File: src/rtl/chg_evt_pkg.sv
package chg_evt_pkg;
  // strobes from control to datapath
  typedef struct packed {
    logic load;    // capture snapshot, build pending set
    logic pop;     // current event handed off, clear its bit
    logic commit;  // batch drained, replace kept snapshot
  } evtStrobe_t;
endpackage

File: src/rtl/chg_evt_dp.sv
module chg_evt_dp
  import chg_evt_pkg::*;
#(
  parameter int CH   = 32,
  parameter int IDXW = $clog2(CH)
) (
  input  logic            clk,
  input  logic            rst_n,
  input  evtStrobe_t      strobes,
  input  logic [CH-1:0]   snapData,
  input  logic [CH-1:0]   enableMask,
  input  logic            evtReady,
  output logic            pendingAny,
  output logic            evtValid,
  output logic [IDXW-1:0] evtChan,
  output logic            evtRising
);
  logic [CH-1:0]   keptSnap;
  logic [CH-1:0]   heldSnap;
  logic [CH-1:0]   pending;
  logic [IDXW-1:0] lowIdx;

  // lowest set bit of the pending set
  always_comb begin
    lowIdx = '0;
    for (int i = CH - 1; i >= 0; i--) begin
      if (pending[i]) lowIdx = IDXW'(i);
    end
  end

  always_ff @(posedge clk) begin
    if (!rst_n) begin
      keptSnap <= '0;
      heldSnap <= '0;
      pending  <= '0;
    end else begin
      if (strobes.load) begin
        heldSnap <= snapData;
        pending  <= (keptSnap ^ snapData) & enableMask;
      end else if (strobes.pop) begin
        pending[lowIdx] <= 1'b0;
      end
      if (strobes.commit) keptSnap <= heldSnap;
    end
  end

  assign pendingAny = |pending;
  assign evtValid   = pendingAny;
  assign evtChan    = lowIdx;
  assign evtRising  = heldSnap[lowIdx];

  // a stalled event holds its payload
  p_stall_hold_r8: assert property (@(posedge clk) disable iff (!rst_n)
    evtValid && !evtReady |=> evtValid && $stable(evtChan) && $stable(evtRising));

  // consecutive handoffs move to a higher channel
  p_ascending_r5: assert property (@(posedge clk) disable iff (!rst_n)
    $past(evtValid && evtReady) && evtValid |-> evtChan > $past(evtChan));

  // a handed-off channel is not presented again
  p_once_r9: assert property (@(posedge clk) disable iff (!rst_n)
    evtValid && evtReady |=> !evtValid || (evtChan != $past(evtChan)));
endmodule

File: src/rtl/chg_evt_ctrl.sv
module chg_evt_ctrl
  import chg_evt_pkg::*;
(
  input  logic       clk,
  input  logic       rst_n,
  input  logic       snapValid,
  input  logic       evtReady,
  input  logic       pendingAny,
  output logic       snapReady,
  output evtStrobe_t strobes
);
  typedef enum logic {ST_IDLE, ST_DRAIN} ctrlState_t;
  ctrlState_t state;

  assign snapReady      = (state == ST_IDLE);
  assign strobes.load   = snapReady && snapValid;
  assign strobes.pop    = (state == ST_DRAIN) && pendingAny && evtReady;
  assign strobes.commit = (state == ST_DRAIN) && !pendingAny;

  always_ff @(posedge clk) begin
    if (!rst_n) begin
      state <= ST_IDLE;
    end else begin
      case (state)
        ST_IDLE:  if (strobes.load)   state <= ST_DRAIN;
        ST_DRAIN: if (strobes.commit) state <= ST_IDLE;
        default:  state <= ST_IDLE;
      endcase
    end
  end

  // input stays closed while events are outstanding
  p_busy_closed_r7: assert property (@(posedge clk) disable iff (!rst_n)
    pendingAny |-> !snapReady);

  // an empty batch commits and reopens the input next cycle
  p_drain_reopen_r6: assert property (@(posedge clk) disable iff (!rst_n)
    !snapReady && !pendingAny |=> snapReady);
endmodule

File: src/rtl/chg_evt_gen.sv
module chg_evt_gen
  import chg_evt_pkg::*;
#(
  parameter int CH   = 32,
  parameter int IDXW = $clog2(CH)
) (
  input  logic            clk,
  input  logic            rst_n,
  input  logic            snapValid,
  output logic            snapReady,
  input  logic [CH-1:0]   snapData,
  input  logic [CH-1:0]   enableMask,
  output logic            evtValid,
  input  logic            evtReady,
  output logic [IDXW-1:0] evtChan,
  output logic            evtRising
);
  evtStrobe_t strobes;
  logic       pendingAny;

  chg_evt_ctrl u_ctrl (
    .clk        (clk),
    .rst_n      (rst_n),
    .snapValid  (snapValid),
    .evtReady   (evtReady),
    .pendingAny (pendingAny),
    .snapReady  (snapReady),
    .strobes    (strobes)
  );

  chg_evt_dp #(.CH(CH), .IDXW(IDXW)) u_dp (
    .clk        (clk),
    .rst_n      (rst_n),
    .strobes    (strobes),
    .snapData   (snapData),
    .enableMask (enableMask),
    .evtReady   (evtReady),
    .pendingAny (pendingAny),
    .evtValid   (evtValid),
    .evtChan    (evtChan),
    .evtRising  (evtRising)
  );
endmodule

File: config.mk
export PLATFORM = sky130hd
export DESIGN_NAME = chg_evt_gen
export DESIGN_NICKNAME = d
export VERILOG_FILES = /design/src/rtl/chg_evt_pkg.sv /design/src/rtl/chg_evt_dp.sv /design/src/rtl/chg_evt_ctrl.sv /design/src/rtl/chg_evt_gen.sv
export SDC_FILE = /design/constraint.sdc
export NUM_CORES = 1
export LEC_CHECK = 0
export BUFFER_PORTS_ARGS = -buffer_cell sky130_fd_sc_hd__buf_2
export CAP_MARGIN = 20
export CORE_MARGIN = 2
export CORE_UTILIZATION = 40
export DETAILED_ROUTE_END_ITERATION = 12
export RECOVER_POWER = 100
export SLEW_MARGIN = 20
export SYNTH_ARGS = -nofsm -noshare
export SYNTH_HDL_FRONTEND = slang
export SYNTH_SLANG_ARGS = --single-unit
File: constraint.sdc
create_clock -name clk -period 2.1 [get_ports clk]
set_input_delay 0.105 -clock clk [delete_from_list [all_inputs] [get_ports clk]]
set_output_delay 0.105 -clock clk [all_outputs]
set_load 0.1 [all_outputs]
* Yosys cells after proc, flatten, opt, wreduce, memory -nomap -nowiden
Cells that the tools add are included.
** Word-level totals
- Register bits :: 97
- Latch bits :: 0
- Memory bits (writable) :: 0
- Bits in read-only memories :: 0
- Input bits :: 68
- Output and inout bits :: 8
- Logic and storage cells :: 60
- Memories :: 0
** Cells by class
- $add $sub $neg :: 0
- Multipliers :: 0
- Divide/modulo/power cells :: 0
- $lt $le $gt $ge :: 2
- Equality and inequality tests :: 0
- Shifts and indexed selects :: 0
- Multiplexer cells :: 41
- Bitwise operators :: 5
- Reductions and logical operators :: 8
** Operators with widths (number)
- two-way mux 5 bit :: 32
- AND 32 bit :: 2
- two-way mux 32 bit :: 2
- inverter 32 bit :: 1
- OR reduction 32 bit :: 1
- bitwise XOR 32 bit :: 1
- less-than comparator 5 x 6 -> 1 bit (second input constant) :: 1
- binary-select mux 1 bit (select 5 bit) :: 1
- demux 1 bit (select 5 bit) :: 1
- greater-or-equal comparator 5 x 1 -> 1 bit (second input constant) :: 1
- logical AND 1 bit :: 5
- two-way mux 1 bit :: 4
- case mux 1 bit (2 select lines) :: 1
- nonzero test 2 bit :: 1
- logical NOT 1 bit :: 1
- inverter 1 bit :: 1

* Longest topological paths before layout
- Word-level depth :: 40
- Mapped depth :: 10
- Gate-level depth less buffers :: 9

* By module
From an unflattened synthesis, not the netlist that was laid out.
** Unflattened totals
- Cells, all modules :: 509
- Area total of the unflattened synthesis :: 4830.9 µm²
** By module, submodules not included
- chg_evt_dp :: instances 1, cells an instance 502, area each 4777.1 µm², sequential area each 1921.8 µm²
- chg_evt_ctrl :: instances 1, cells an instance 7, area each 53.8 µm², sequential area each 20.0 µm²

* Least setup slack after synthesis
No wires, ideal clock.
- Kind :: register -> output
- From :: register u_dp.pending[16]
- To :: output port evtRising
- Data arrival time :: 3.936 ns
- Data required time :: 1.995 ns
- Path slack :: -1.941 ns
- Stages on the path, launching flop included :: 8
- Buffers on the path :: 0
- Cell sequence :: dfxtp_1 or3_1 a221oi_2 o21ai_2 a2111oi_4 mux2_2 o21ai_0 nand4b_1
** On the way
- Cells in the longest elaborated chain, start to end :: 19
** Ends and longest elaborated chain
- start, declared :: RTL line chg_evt_dp.sv:20 : logic [CH-1:0] pending;
- start signal, assigned :: RTL line chg_evt_dp.sv:39 : pending <= (keptSnap ^ snapData) & enableMask;
- two-way mux 5 bit (17 in series) :: RTL line chg_evt_dp.sv:27 : if (pending[i]) lowIdx = IDXW'(i);
- net evtChan[0] :: RTL line chg_evt_gen.sv:15 : output logic [IDXW-1:0] evtChan,
- binary-select mux 1 bit (select 5 bit) :: RTL line chg_evt_dp.sv:50 : assign evtRising = heldSnap[lowIdx];
- two-way mux 1 bit (implied by the code) :: RTL line chg_evt_dp.sv:50
- end, declared :: RTL line chg_evt_gen.sv:16 : output logic evtRising
The timed path passes the listed nets, and every way through them passes these cells. The select of a mux whose other input is x is not followed.

* Worst setup path after layout
- From :: register u_dp.pending[16]
- To :: output port evtRising
** On the way
- Cells in the longest elaborated chain, start to end :: 19
** Ends and longest elaborated chain (RTL line)
- two-way mux 5 bit (17 in series) :: chg_evt_dp.sv:27
- binary-select mux 1 bit (select 5 bit) :: chg_evt_dp.sv:50
- two-way mux 1 bit (implied by the code) :: chg_evt_dp.sv:50
No other way between the ends. The select of a mux whose other input is x is not followed.

==> results.txt <==
The flow ran to the end, but the final reports show violations. The checks that failed: negative setup slack. The signal on the critical path passes through or3_4 -> a221oi_4 -> o21ai_2 -> a221o_1 -> buf_6 -> mux2i_2 -> o22a_1 -> a32oi_1 -> nand4b_1 -> buf_12. The final cycle utilization of the critical path is 146%. Endpoint of the worst-slack reg-to-reg timing path: u_dp.keptSnap[27]$_SDFFE_PN0P_. The violation count after the first detailed-route iteration came out at 319. The tools report the launch point of the worst path as u_dp.pending[16]$_SDFFE_PN0P_.

Measured in cells, the most critical reg-to-reg path has a length of 17. The number of stages on the worst hold path was 3. The mapped netlist covers 4930 um^2. In this run the number of H-tree levels came out at 3.

The worst register-to-register path has a setup slack of -0.62 ns. The synthesized instance count is 625, and the clock-pin slew of the registers on the worst-case setup and hold paths is 0.07 ns. The minimum clock period after layout is 3.06 ns, and the layout cell share with drive strength beyond 1 is 43.7%.

For this design the ratio of total power to cell area is 838 nW/um^2. The number of routed nets with antenna violations is 0. For this design, the sink count on the clock tree is 97. Max-slew violation total from the final report: 0. For the largest net degree at the start of global routing, the log shows 64.

The run gives 0 as the number of hold violations in the final report. The launch instance of the worst register-to-register path is u_dp.pending[30]$_SDFFE_PN0P_. STA classifies the critical path endpoint as an output pin. The later pin in the worst-skew pair is clocked with a latency of 0.36 ns. The end point of the critical path is evtRising.

The HPWL after detailed placement is 11,500 um. The first-pass GRT wire length was 27,700 um; the critical path arrival was 2.96 ns. On the worst path, the slowest cell contributes a delay of 0.41 ns.

The most used flip-flop cell after synthesis was sky130_fd_sc_hd__dfxtp_1. The tools report the clock tree root driver cell as sky130_fd_sc_hd__clkbuf_16. The net count of the finished layout is 875.

TritonCTS built the clock tree. Along the worst path, the maximum fanout reaches 8. From synthesis to final layout, the design area changed by 63.6%.

The post-detailed-route wirelength per cell was 20.0 um. The largest individual stage delay along the critical path comes from the cell sky130_fd_sc_hd__a221o_1. The number of enable flip-flop cells after synthesis is 0.

The number of fill cells in the layout was 953. Summed over all cells, the static leakage comes to 3.60 nW. Yosys mapped the design onto 49 distinct sky130hd cell types. Routability-driven placement finished with a final weighted congestion of 0.908.

The iteration count of the initial detailed-routing pass was 5; the worst-case setup margin in the final layout was -0.962 ns. Headroom to the max-slew limit came out at 29.6%. Summing over every cut layer, the via total after detailed routing is 5,423.

Routed via count divided by cell count: 5.65. The run gives 0 as the initial antenna violation count. The run gives 39.4% as the sequential area share after synthesis. Number of global-route vias before repair: 5,199. The height of the die is 115 um, and the power share of the sequential group is 29.8%.

Global routing used 27.6% of the available tracks across all layers. The top achievable clock speed came out at 327 MHz. Die width: 115 um.

Final-report setup violation count: 72. The launching element type of the critical path is a flop. For the number of warnings printed during yosys synthesis, the log shows 0.

The critical path is of the reg -> out type. The average size of a mapped cell works out to 7.89 um^2. For the area of the core region, the log shows 12,000 um^2.

Max-cap violations in this run came to 0. The switching part of the total power is 36.3%. Setup repair after global routing could not meet its margin everywhere.

Counting along the longest clock path gives a buffer depth of 2. Counting every net in the synthesized netlist gives 693. Per report_power, the clock group accounts for 26.1% of the total. For the total congestion overflow after global routing, the log shows 0.

The startpoint identified for the worst hold timing path is snapData[2]. After synthesis, the share of flip-flops with an asynchronous set or reset is 0%. The final-layout worst hold slack was 0.00599 ns. The actual slew at the worst max-slew pin is 1.06 ns. After synthesis the netlist holds a flip-flop and latch count of 97.

The tools report the placement row count as 40. The tools report the DRC violation count after routing as 0. The worst clock skew was 0.00851 ns; the final routed wirelength across all metal layers was 19,100 um. The die covers 13,200 um^2. Input and output buffers added on the ports amount to 75.

The data required time at the worst endpoint was 2.00 ns. The analysis attributes to net switching a power of 2.45 mW. The repair_antennas step left the layout with diodes totalling 0. The worst IR drop on VDD was 0.444 mV.

The worst hold path belongs to the class in -> reg. Pin placement for this block handled 76 I/O pins. For this configuration, the core starts out at a cell density of 41.1%. For the total CTS buffers, the log shows 9. The worst slack after detailed placement was -0.621 ns; the internal power summed over all cells was 4.31 mW.

Of the total power, combinational logic draws 44.1%. For the utilization after layout, the log shows 67.2%.
per-layer routing:
metal / GRT usage, % / share of wire (%)
met5: 0 / 0
met4: 14.1 / 4.9
met3: 4.06 / 4.9
met2: 46.6 / 48
met1: 34.4 / 42
synth_stat cells (all sizes together) (8+ instances only):
cell type  instances  area share, %
a21boi            66             10
xor2              32            5.7
nor4               8            1.1
o22ai             29            3.7
mux2i             11            2.2
dfxtp             97             39
a21oi              8           0.81
o41ai             29            5.1
inv                9           0.68
nor2              19            1.4
o21ai              9           0.99
nand2            203             15
clkbuf            40            3.0
power by group through the flow:
stage | Clock, mW | Combinational [mW] | Sequential, mW
floorplan | 0 | 1.29 | 2.01
global placement | 0 | 2.14 | 2.04
detailed placement | 0 | 2.17 | 2.03
CTS | 1.80 | 2.71 | 1.99
global route | 1.86 | 3.09 | 2.02
finish | 1.76 | 2.98 | 2.02
registers in the layout (all words and copies together), names as in the netlist:
name and flops:
u_ctrl.state 1, u_dp.heldSnap 32, u_dp.pending 32, u_dp.keptSnap 32
cell families after synthesis:
logic type / after synthesis / synth area share [%]
AO/OA/AOI/OAI: 167 / 25.7
XOR/XNOR: 32 / 5.68
buffers and inverters: 51 / 3.93
flip-flops: 97 / 39.4
multiplexers: 15 / 3.14
AND/OR/NAND/NOR: 263 / 22.2
layout by cell type, fill, tap and decap left out, types with 7 or more instances in the layout:
cell,netlist,final
sky130_fd_sc_hd__nand2_1,203,151
sky130_fd_sc_hd__dfxtp_1,97,89
sky130_fd_sc_hd__buf_4,0,76
sky130_fd_sc_hd__buf_2,2,67
sky130_fd_sc_hd__a21boi_1,66,49
sky130_fd_sc_hd__xor2_1,32,32
sky130_fd_sc_hd__o22ai_1,29,29
sky130_fd_sc_hd__buf_6,0,28
sky130_fd_sc_hd__nand2_2,0,26
sky130_fd_sc_hd__nand2_4,0,25
sky130_fd_sc_hd__buf_12,0,22
sky130_fd_sc_hd__o41ai_2,0,19
sky130_fd_sc_hd__a21boi_2,0,16
sky130_fd_sc_hd__nor2_1,19,15
sky130_fd_sc_hd__clkbuf_16,0,13
sky130_fd_sc_hd__dlygate4sd3_1,0,13
sky130_fd_sc_hd__mux2i_1,11,10
sky130_fd_sc_hd__o41ai_4,0,8
sky130_fd_sc_hd__dfxtp_2,0,8
sky130_fd_sc_hd__inv_1,6,7
cell type report:
type	count	area [um^2]	area share, %
Clock inverter	4	76.3	0.946
Sequential cell	97	1950	24.2
Tap cell	147	184	2.28
Multi-Input combinational cell	477	3640	45.1
Timing Repair Buffer	213	1930	23.9
Clock buffer	12	236	2.93
Inverter	9	48.8	0.605
critical path, delay by kind of cell (launching register included):
kind                   cells  cell delay (ns)
AO/OA/AOI/OAI              5             1.15
AND/OR/NAND/NOR            2             0.60
buffers and inverters      2             0.37
flip-flops                 1             0.33
multiplexers               1             0.16
worst min path at each step:
| stage | slack [ns] | to |
|---|---|---|
| 2_1_floorplan | 0.24 | u_dp.heldSnap[0]$_SDFFE_PN0P_ |
| 3_3_place_gp | 0.36 | u_dp.heldSnap[13]$_SDFFE_PN0P_ |
| 3_5_place_dp | 0.37 | u_dp.heldSnap[4]$_SDFFE_PN0P_ |
| 4_1_cts | 0.00001 | u_dp.pending[24]$_SDFFE_PN0P_ |
| 5_1_grt | 0.02 | u_dp.heldSnap[2]$_SDFFE_PN0P_ |
| 6_report | 0.006 | u_dp.heldSnap[2]$_SDFFE_PN0P_ |
per-stage QoR:
stage / setup TNS, ns / total power, mW / instances / cell area, um^2
final: -36.65 / 6.76 / 959 / 8070
after global routing: -42.51 / 6.97 / 959 / 8070
after CTS: -30.61 / 6.50 / 950 / 7470
after detailed placement: -22.34 / 4.21 / 895 / 6370
after global placement: -19.00 / 4.18 / 895 / 6370
after floorplan: -19.05 / 3.30 / 625 / 5190
what timing repair did:
action | 4_1_cts | 5_1_grt
setup buffers | 21 | 21
gates resized for setup | 80 | 145
gates cloned | 6 | 4
pin swaps | 21 | 99
endpoints found under the setup margin | 72 | 72
hold endpoints to repair | 13 | 0
hold buffers | 13 | 0
Note: power is estimated with default switching activity, not from simulation.
